### src/rtl/psdrv_pkg.sv
// Package: shared types and helpers for the split-capacitor DAC switch driver.
// Assumes decisions are counted from 0 (first) upward.
package psdrv_pkg;

    typedef enum logic [1:0] {
        STEP_SPLIT = 2'd0,
        STEP_PLAIN = 2'd1,
        STEP_LSB   = 2'd2,
        STEP_DONE  = 2'd3
    } step_kind_e;

    // Classifies a zero-based decision number for an array of nmain main switches
    // of which the top nsplit are split.
    function automatic step_kind_e step_kind(int unsigned s, int unsigned nsplit,
                                             int unsigned nmain);
        if (s < nsplit)     return STEP_SPLIT;
        else if (s < nmain) return STEP_PLAIN;
        else if (s == nmain) return STEP_LSB;
        else                return STEP_DONE;
    endfunction

endpackage

### src/rtl/psdrv_step_ctr.sv
// Module: decision counter. Counts accepted decision strobes from 0 to NBITS.
// Accepts a strobe only outside the sample phase and before the count saturates.
// Assumes: smp high restarts the count; reset is synchronous active-low.
module psdrv_step_ctr
    import psdrv_pkg::*;
#(
    parameter int unsigned NBITS  = 10,
    parameter int unsigned NSPLIT = 5,
    localparam int unsigned CW    = $clog2(NBITS + 1)
) (
    input  logic          clk,
    input  logic          rst_n,
    input  logic          smp,
    input  logic          dec_stb,
    output logic [CW-1:0] step,
    output logic          take,
    output step_kind_e    kind
);

    // Accept a strobe only in the conversion phase while decisions remain.
    always_comb take = dec_stb && !smp && (step < CW'(NBITS));

    // Classify the current decision number.
    always_comb kind = step_kind(int'(step), NSPLIT, NBITS - 1);

    // Count accepted decisions; restart on reset or sampling.
    always_ff @(posedge clk) begin
        if (!rst_n || smp) step <= '0;
        else if (take)     step <= step + 1'b1;
    end

    p_cnt_bound_r8: assert property (@(posedge clk) disable iff (!rst_n)
        step <= CW'(NBITS));

    p_smp_restart_r9: assert property (@(posedge clk) disable iff (!rst_n)
        smp |=> step == '0);

    p_no_take_in_smp_r9: assert property (@(posedge clk) disable iff (!rst_n)
        smp |-> !take);

endmodule

### src/rtl/psdrv_switch_bank.sv
// Module: bottom-plate switch registers for both sides of the split DAC.
// Main cell k (index k+1) is driven by decision NMAIN-1-k. Split cell j
// (index NMAIN-NSPLIT+j+1) is driven by decision NSPLIT-1-j. Main cells only rise and
// split cells only fall until the next sample phase.
// Assumes: take is already qualified with the sample flag and decision count.
module psdrv_switch_bank
    import psdrv_pkg::*;
#(
    parameter int unsigned NMAIN  = 9,
    parameter int unsigned NSPLIT = 5,
    parameter int unsigned CW     = 4
) (
    input  logic              clk,
    input  logic              rst_n,
    input  logic              smp,
    input  logic              take,
    input  logic [CW-1:0]     step,
    input  step_kind_e        kind,
    input  logic              dec_pos,
    output logic [NMAIN-1:0]  main_p,
    output logic [NMAIN-1:0]  main_n,
    output logic [NSPLIT-1:0] half_p,
    output logic [NSPLIT-1:0] half_n
);

    for (genvar k = 0; k < NMAIN; k++) begin : g_main
        localparam int unsigned STEP_AT = NMAIN - 1 - k;
        logic hit;
        always_comb hit = take && (step == CW'(STEP_AT));

        // Raise the positive main switch when the negative node is higher.
        always_ff @(posedge clk) begin
            if (!rst_n || smp)     main_p[k] <= 1'b0;
            else if (hit && !dec_pos) main_p[k] <= 1'b1;
        end

        // Raise the negative main switch when the positive node is higher.
        always_ff @(posedge clk) begin
            if (!rst_n || smp)    main_n[k] <= 1'b0;
            else if (hit && dec_pos) main_n[k] <= 1'b1;
        end
    end

    for (genvar j = 0; j < NSPLIT; j++) begin : g_half
        localparam int unsigned STEP_AT = NSPLIT - 1 - j;
        logic hit;
        always_comb hit = take && (step == CW'(STEP_AT));

        // Drop the positive split half when the positive node is higher.
        always_ff @(posedge clk) begin
            if (!rst_n || smp)    half_p[j] <= 1'b1;
            else if (hit && dec_pos) half_p[j] <= 1'b0;
        end

        // Drop the negative split half when the negative node is higher.
        always_ff @(posedge clk) begin
            if (!rst_n || smp)     half_n[j] <= 1'b1;
            else if (hit && !dec_pos) half_n[j] <= 1'b0;
        end
    end

    p_smp_default_r1: assert property (@(posedge clk) disable iff (!rst_n)
        smp |=> (main_p == '0) && (main_n == '0) && (&half_p) && (&half_n));

    p_split_pos_r2: assert property (@(posedge clk) disable iff (!rst_n)
        (take && kind == STEP_SPLIT && dec_pos) |=>
            ($countones(half_p ^ $past(half_p)) == 1) && $stable(half_n)
            && $stable(main_p) && ($countones(main_n ^ $past(main_n)) == 1));

    p_split_neg_r3: assert property (@(posedge clk) disable iff (!rst_n)
        (take && kind == STEP_SPLIT && !dec_pos) |=>
            ($countones(half_n ^ $past(half_n)) == 1) && $stable(half_p)
            && $stable(main_n) && ($countones(main_p ^ $past(main_p)) == 1));

    p_plain_one_r4: assert property (@(posedge clk) disable iff (!rst_n)
        (take && kind == STEP_PLAIN) |=>
            $stable(half_p) && $stable(half_n)
            && (($countones(main_p ^ $past(main_p))
                 + $countones(main_n ^ $past(main_n))) == 1));

    p_lsb_quiet_r5: assert property (@(posedge clk) disable iff (!rst_n)
        (take && kind == STEP_LSB) |=>
            $stable(main_p) && $stable(main_n) && $stable(half_p) && $stable(half_n));

    p_idle_hold_r7: assert property (@(posedge clk) disable iff (!rst_n)
        (!take && !smp) |=>
            $stable(main_p) && $stable(main_n) && $stable(half_p) && $stable(half_n));

    p_main_no_fall_r7: assert property (@(posedge clk) disable iff (!rst_n)
        !smp |=> ((main_p & $past(main_p)) == $past(main_p))
                 && ((main_n & $past(main_n)) == $past(main_n)));

endmodule

### src/rtl/psdrv_code_reg.sv
// Module: result word. Decision s is stored in bit NBITS-1-s, 1 meaning the
// positive node was higher. Cleared on reset and while sampling.
module psdrv_code_reg #(
    parameter int unsigned NBITS = 10,
    parameter int unsigned CW    = 4
) (
    input  logic             clk,
    input  logic             rst_n,
    input  logic             smp,
    input  logic             take,
    input  logic [CW-1:0]    step,
    input  logic             dec_pos,
    output logic [NBITS-1:0] code
);

    for (genvar b = 0; b < NBITS; b++) begin : g_bit
        localparam int unsigned STEP_AT = NBITS - 1 - b;
        // Capture the decision that belongs to this bit position.
        always_ff @(posedge clk) begin
            if (!rst_n || smp)                       code[b] <= 1'b0;
            else if (take && step == CW'(STEP_AT))   code[b] <= dec_pos;
        end
    end

    p_code_clear_r6: assert property (@(posedge clk) disable iff (!rst_n)
        smp |=> code == '0);

    p_code_hold_r7: assert property (@(posedge clk) disable iff (!rst_n)
        (!take && !smp) |=> $stable(code));

endmodule

### src/rtl/psplit_dac_drv.sv
// Module: top of the split-capacitor DAC switch driver. Connects the decision
// counter, the switch bank and the result word.
// Assumes: one decision strobe per comparison, a sample flag that separates
// conversions, and a synchronous active-low reset.
module psplit_dac_drv
    import psdrv_pkg::*;
#(
    parameter int unsigned NBITS  = 10,
    parameter int unsigned NSPLIT = 5,
    localparam int unsigned NMAIN = NBITS - 1,
    localparam int unsigned CW    = $clog2(NBITS + 1)
) (
    input  logic              clk,
    input  logic              rst_n,
    input  logic              smp_i,
    input  logic              dec_stb,
    input  logic              dec_pos,
    output logic [NMAIN-1:0]  sw_main_p,
    output logic [NMAIN-1:0]  sw_main_n,
    output logic [NSPLIT-1:0] sw_half_p,
    output logic [NSPLIT-1:0] sw_half_n,
    output logic [NBITS-1:0]  code_o
);

    logic [CW-1:0] step;
    logic          take;
    step_kind_e    kind;

    psdrv_step_ctr #(.NBITS(NBITS), .NSPLIT(NSPLIT)) u_ctr (
        .clk(clk), .rst_n(rst_n), .smp(smp_i), .dec_stb(dec_stb),
        .step(step), .take(take), .kind(kind)
    );

    psdrv_switch_bank #(.NMAIN(NMAIN), .NSPLIT(NSPLIT), .CW(CW)) u_bank (
        .clk(clk), .rst_n(rst_n), .smp(smp_i), .take(take), .step(step),
        .kind(kind), .dec_pos(dec_pos),
        .main_p(sw_main_p), .main_n(sw_main_n),
        .half_p(sw_half_p), .half_n(sw_half_n)
    );

    psdrv_code_reg #(.NBITS(NBITS), .CW(CW)) u_code (
        .clk(clk), .rst_n(rst_n), .smp(smp_i), .take(take), .step(step),
        .dec_pos(dec_pos), .code(code_o)
    );

    p_ignore_late_r8: assert property (@(posedge clk) disable iff (!rst_n)
        (dec_stb && !smp_i && step == CW'(NBITS)) |=>
            $stable(sw_main_p) && $stable(sw_main_n) && $stable(sw_half_p)
            && $stable(sw_half_n) && $stable(code_o));

    p_pair_excl_r2: assert property (@(posedge clk) disable iff (!rst_n)
        (sw_main_p & sw_main_n) == '0);

endmodule

### config.mk
export PLATFORM = sky130hd
export DESIGN_NAME = psplit_dac_drv
export DESIGN_NICKNAME = d
export VERILOG_FILES = /design/src/rtl/psdrv_pkg.sv /design/src/rtl/psdrv_step_ctr.sv /design/src/rtl/psdrv_switch_bank.sv /design/src/rtl/psdrv_code_reg.sv /design/src/rtl/psplit_dac_drv.sv
export SDC_FILE = /design/constraint.sdc
export NUM_CORES = 1
export LEC_CHECK = 0
export ABC_AREA = 1
export BUFFER_PORTS_ARGS = -buffer_cell sky130_fd_sc_hd__buf_2
export CORE_AREA = 5 5 76 64
export DETAILED_ROUTE_END_ITERATION = 12
export DIE_AREA = 0 0 81 69
export HOLD_SLACK_MARGIN = 0.08
export PLACE_DENSITY = 0.76
export SYNTH_ARGS = -nofsm -noshare
export SYNTH_HDL_FRONTEND = slang
export SYNTH_SLANG_ARGS = --single-unit
### constraint.sdc
create_clock -name clk -period 3.3 [get_ports clk]
set_input_delay 0.495 -clock clk [delete_from_list [all_inputs] [get_ports clk]]
set_output_delay 0.495 -clock clk [all_outputs]
set_load 0.01 [all_outputs]
==> impl_metrics.yaml, run 1 <==
global_routing:
  antenna_found_initial: 0
  grt_max_degree: 29
  grt_pass1_wl_um: 6168
  grt_remaining_overflow: 0
  grt_pass1_vias: 1391
  grt.total_usage: 0.1375
synth:
  synth_compound_area_frac: 0.07491
  syn-cell-area_um2: 1720
  synth_nets: 235
  synth-simple-area-share: 0.2785
  synthXorXnorAreaFrac: 0
  synth_adder_area_share: 0.02909
  yosysSeqAreaShare: 0.4887
  ys_warn_count: 0
  postSynthCellCount: 226
  synth_top_family_by_area: "simple AND/OR/NAND/NOR gates"
  ys_ff_latch: 42
  synth_mux_area_frac: 0
  avgSynthCellArea_um2: 7.612
  ys_types: 17
job:
  maxCapViolCount: 0
power_and_ir_drop:
  cell_internal_pwr_mw: 0.6872
  pwr-share-seq: 0.580
  swShare: 0.2192
  power_leakage_nw: 0.9229
  powerDensity_nw_per_um2: 429.7
  pwr-share-clk: 0.376
  p_comb_frac: 0.044
  p_switching_mw: 0.1929
  ir_drop_uv: 256.4
  total_power_mw: 0.8801
finish:
  n_antenna_cell: 0
  nNetsFinal: 276
  drive_above_1_share: 0.2127
  area_growth_pct: 19.05
  fin_cells: 325
  fin_area_um2: 2048
clock_tree:
  hold_buffers: 0
  cts_tree: "yes"
  clock-sinks: 42
  clock_latency_ns: 0.29
  cts_made_buffers: 5
  path_clk_slew_ns: 0.07
  h-tree-depth: 2
  cts_buffer_depth: 2
  ctsResizeCount: 0
  cts_setup_buffers: 0
  clockRootBuffer: "clkbuf_8"
worst_setup_path:
  crit_slowest_cell: "o21ai_4"
  cp-end-kind: "flop"
  cp_data_arrival_time_ns: 1.87
  path_common_cell: "nor2_1"
  cp-start-kind: "flop"
  required_ns: 3.53
  crit_chain: "o21ai_4, nand2_2, nor2_1, nor2_1, nor2_1"
  path_buf_inv: 0
  ff2ff_setup_slack_ns: 1.66
  max_stage_delay_ns: 0.63
  path_class: "flop to flop"
  cpLargestDelayFamily: "compound AO/OA/AOI/OAI gates"
  path_max_fanout: 28
drt:
  wl_met3_um: 242
  detail_route.iter0.violations: 63
  wl_per_cell_um: 11.28
  wl_met2_um: 1685
  dr.pass1.iters: 4
  num_vias: 1466
  remaining_drc_errors: 0
  met1_length_um: 1710
  totalWireLength_um: 3667
  ant_nets: 0
  viasPerCell: 4.511
  top_layer_used: "met4"
placed_design:
  gp_routability_congestion: 0.7962
  place_inst: 317
  port-buffer-count: 42
  dpl_cell_area_um2: 1957
  hpwl_um: 2598
  dp_slack_ns: 1.556
sta:
  period_share: 0.4966
  final_max_slew_viol_count: 0
  setup_viol: 0
  worst_pin_slew_ns: 0.7354
  min_period_ns: 1.639
  rsz0062_at_grt: "no"
  skew_ns: 0.002830
  finalHoldViolCount: 0
  setup_tns_ns: 0
  max_slew_margin: 0.5079
  layout_setup_ws_ns: 1.661
  max_freq_mhz: 610.2
floorplanning:
  rows: 21
  fp.dieW_um: 81
  pin_count: 43
  start_util: 0.4252
  coreArea_um2: 4046
  die_y_um: 69
  dieArea_um2: 5589
hold_path:
  hold_path.class: "flop to flop"
status:
  outcome: "completed"
## power groups by stage
stage	Combinational, mW	Clock (mW)	Sequential, mW
3_5_place_dp	0.0390	0	0.522
6_report	0.0387	0.331	0.510
4_1_cts	0.0390	0.341	0.510
2_1_floorplan	0.0273	0	0.523
5_1_grt	0.0436	0.365	0.510
3_3_place_gp	0.0383	0	0.522
## worst register-to-register path: cells and delay by family, from the launching register on
family | cells | cell delay [ns]
DFF | 1 | 0.39
and+or+nand+nor | 4 | 0.57
AOI/OAI and AO/OA | 1 | 0.63
## state kept, by name, indices dropped and copies added (netlist names)
signal / count
u_bank.main_p: 9
u_bank.half_n: 5
u_bank.main_n: 9
u_bank.half_p: 5
u_code.code: 10
u_ctr.step: 4
## cells in the mapped netlist
| cell | n | area [µm²] |
|---|---|---|
| buf_2 | 3 | 15.01 |
| nand3_1 | 10 | 50.05 |
| inv_1 | 44 | 165.2 |
| clkbuf_1 | 4 | 15.01 |
| nand2_1 | 42 | 157.7 |
| nor2_1 | 31 | 116.4 |
| dfxtp_1 | 42 | 840.8 |
| buf_6 | 2 | 22.52 |
| o21ai_4 | 1 | 16.27 |
| o21a_1 | 1 | 7.510 |
| ha_1 | 4 | 50.05 |
| nand4_2 | 4 | 50.05 |
| nand2_2 | 1 | 6.260 |
| nor2_4 | 1 | 11.26 |
| nand4_1 | 14 | 87.58 |
| clkinv_1 | 1 | 3.750 |
| a21oi_1 | 21 | 105.1 |
## metal layers
layer,up-vias,global-route usage
li1,779,-
met1,645,0.1676
met2,38,0.2142
met3,4,0.05599
met4,0,0.05253
met5,-,0
## worst paths after layout
path                            startpoint                       endpoint  depth (start not counted)
min          u_bank.main_n[4]$_SDFFE_PP0P_  u_bank.main_n[4]$_SDFFE_PP0P_                          2
max reg2reg     u_ctr.step[1]$_SDFFE_PP0P_    u_code.code[6]$_SDFFE_PP0P_                          5
max             u_ctr.step[1]$_SDFFE_PP0P_    u_code.code[6]$_SDFFE_PP0P_                          5
min reg2reg  u_bank.main_n[4]$_SDFFE_PP0P_  u_bank.main_n[4]$_SDFFE_PP0P_                          2
## stage by stage
stage / utilization / hold slack [ns]
6_report: 0.5062 / 0.4476
5_1_grt: 0.5062 / 0.4641
4_1_cts: 0.5062 / 0.4510
3_5_place_dp: 0.4836 / 0.4311
3_3_place_gp: 0.4836 / 0.4255
2_1_floorplan: - / 0.4719
## layout make-up
cell class                 instances  area (µm²)
timing repair buffer              43       217.7
fill                             407        1998
multi-input combinational        130       658.1
sequential                        42       840.8
tap                               57       71.32
inverter                          45       168.9
clock inverter                     1       5.005
clock buffer                       7       86.33
## layout by cell type (no fill, tap or decap)
cell type / count
inv_1: 44
nand2_1: 42
buf_2: 42
dfxtp_1: 42
nor2_1: 31
a21oi_1: 21
nand4_1: 14
nand3_1: 10
clkbuf_8: 6
nand4_2: 4
ha_1: 4
o21ai_4: 1
nor2_4: 1
nand2_2: 1
clkinv_1: 1
o21a_1: 1
clkbuf_1: 1
clkinv_2: 1
buf_4: 1
## cell families (layout without fill, tap and decap cells)
kind of cell,Yosys count,count (layout)
compound gates,23,23
fa+ha+maj,4,4
buf+inv,54,96
flops,42,42
simple gates,103,103
(Power assumes the default switching activity.)
==> run 2: changes to the inputs <==
==> constraint.sdc (replaced) <==
create_clock -name clk -period 1.7 [get_ports clk]
set_input_delay 0.255 -clock clk [delete_from_list [all_inputs] [get_ports clk]]
set_output_delay 0.255 -clock clk [all_outputs]
set_load 0.01 [all_outputs]
==> run 2 against run 1 <==
  * Die area unchanged
  * Design area up 1.5%
  * Worst setup slack worse by 1.3 ns
  * Highest routed layer unchanged
  * Critical endpoint is now u_bank.half_p[1]$_SDFFE_PP1P_
  * Cell count up 0.92%
  * Maximum frequency up 18%
  * Critical path depth up 1
  * Global-route usage up 0.18 points
  * Core utilization up 0.74 points
  * Wire length about the same
  * Clock power up 91%
  * Largest cell class unchanged
  * Clock skew up 0.00077 ns
==> impl_metrics.yaml, run 2 (synthesis gave the netlist of run 1 again) <==
floorplanning:
  coreArea_um2: 4046
  die_y_um: 69
  rows: 21
  dieArea_um2: 5589
  fp.dieW_um: 81
  start_util: 0.4252
  pin_count: 43
clock_tree:
  clockRootBuffer: "clkbuf_8"
  clock_latency_ns: 0.30
  hold_buffers: 0
  cts_setup_buffers: 0
  cts_made_buffers: 5
  cts_tree: "yes"
  h-tree-depth: 2
  ctsResizeCount: 0
  cts_buffer_depth: 2
  path_clk_slew_ns: 0.08
  clock-sinks: 42
drt:
  num_vias: 1518
  detail_route.iter0.violations: 101
  totalWireLength_um: 3666
  dr.pass1.iters: 4
  remaining_drc_errors: 0
  viasPerCell: 4.628
  ant_nets: 0
  wl_per_cell_um: 11.18
finish:
  largest_registers: "u_code.code (10), u_bank.main_n (9), u_bank.main_p (9)"
  top_register: "u_code.code"
  nNetsFinal: 279
  area_growth_pct: 20.80
  largest_reg_flops: 10
  fin_area_um2: 2078
  drive_above_1_share: 0.2214
  final_cell_mix: "inv_1 (44), nand2_1 (42), buf_2 (42), dfxtp_1 (42), nor2_1 (31)"
  fillers: 400
  n_antenna_cell: 0
  final_common_cell: "inv_1"
sta:
  skew_ns: 0.003599
  period_share: 0.8168
  finalHoldViolCount: 0
  setup_viol: 0
  min_period_ns: 1.389
  max_slew_margin: 0.5362
  max_freq_mhz: 720.2
  rsz0062_at_grt: "no"
  final_max_slew_viol_count: 0
  worst_pin_slew_ns: 0.6949
  setup_tns_ns: 0
global_routing:
  grt.total_usage: 0.1392
  grt_remaining_overflow: 0
  grt_pass1_vias: 1378
  grt_max_degree: 23
  antenna_found_initial: 0
  grt_pass1_wl_um: 6313
worst_setup_path:
  cpLargestDelayFamily: "simple AND/OR/NAND/NOR gates"
  path_class: "flop to flop"
  ff2ff_setup_slack_ns: 0.31
  cp-end-kind: "flop"
  crit_chain: "ha_1, inv_1, nor2_1, nand4_1, nand2_1, nand2_1"
  required_ns: 1.89
  crit_slowest_cell: "dfxtp_1"
  path_buf_inv: 1
  cp-start-kind: "flop"
  cp_data_arrival_time_ns: 1.58
  max_stage_delay_ns: 0.47
  path_max_fanout: 6
  path_common_cell: "nand2_1"
status:
  outcome: "completed"
placed_design:
  dpl_cell_area_um2: 1992
  gp_routability_congestion: 0.7984
  hpwl_um: 2669
  port-buffer-count: 42
power_and_ir_drop:
  total_power_mw: 1.704
  power_leakage_nw: 0.9369
  ir_drop_uv: 579.8
  powerDensity_nw_per_um2: 820.1
job:
  maxCapViolCount: 0
hold_path:
  hold_path.class: "input port to flop"
## run 2: changes by cell type in the layout (fill, tap and decap cells not counted), sizes merged
| cell | change |
|---|---|
| buf | +3 |
| clkbuf | -1 |
| clkinv | +1 |
## run 2: metrics by stage
step / util / worst slack [ns] / instances / hold slack [ns]
floorplan: - / 0.5124 / 226 / 0.4479
global placement: 0.4923 / 0.3529 / 320 / 0.4270
detailed placement: 0.4923 / 0.3465 / 320 / 0.4287
CTS: 0.5136 / 0.3231 / 328 / 0.3221
global route: 0.5136 / 0.2059 / 328 / 0.3410
finish: 0.5136 / 0.3115 / 328 / 0.3337
## run 2: final cells by class
cell class / count / area [µm²] / share of cell area
Clock buffer: 6 / 72.57 / 0.03492
Clock inverter: 2 / 13.76 / 0.006623
Inverter: 45 / 168.9 / 0.08128
Multi-Input combinational cell: 130 / 658.1 / 0.3167
Sequential cell: 42 / 840.8 / 0.4046
Tap cell: 57 / 71.32 / 0.03432
Timing Repair Buffer: 46 / 252.7 / 0.1216
## run 2: worst paths after layout
check | depth (start not counted) | start | endpoint
max | 6 | u_ctr.step[1]$_SDFFE_PP0P_ | u_bank.half_p[1]$_SDFFE_PP1P_
min | 3 | dec_pos | u_code.code[0]$_SDFFE_PP0P_
max reg2reg | 6 | u_ctr.step[1]$_SDFFE_PP0P_ | u_bank.half_p[1]$_SDFFE_PP1P_
min reg2reg | 2 | u_bank.half_p[3]$_SDFFE_PP1P_ | u_bank.half_p[3]$_SDFFE_PP1P_
## run 2: layer usage
metal / wire length (µm) / global-route usage / vias up
met5: 0 / 0 / -
met3: 240 / 0.04688 / 6
li1: - / - / 784
met4: 44 / 0.03940 / 0
met1: 1755 / 0.1892 / 696
met2: 1626 / 0.2088 / 32
## run 2: tightest hold or removal path, cell delays in order
cell,delay [ns]
buf_2,0.17
nor2_1,0.12
nor2_1,0.05
## run 2: report_power, final
group	total, mW	switching [mW]	internal (mW)
sequential	0.990	0.00305	0.987
clock	0.632	0.343	0.290
combinational	0.0821	0.0582	0.0239
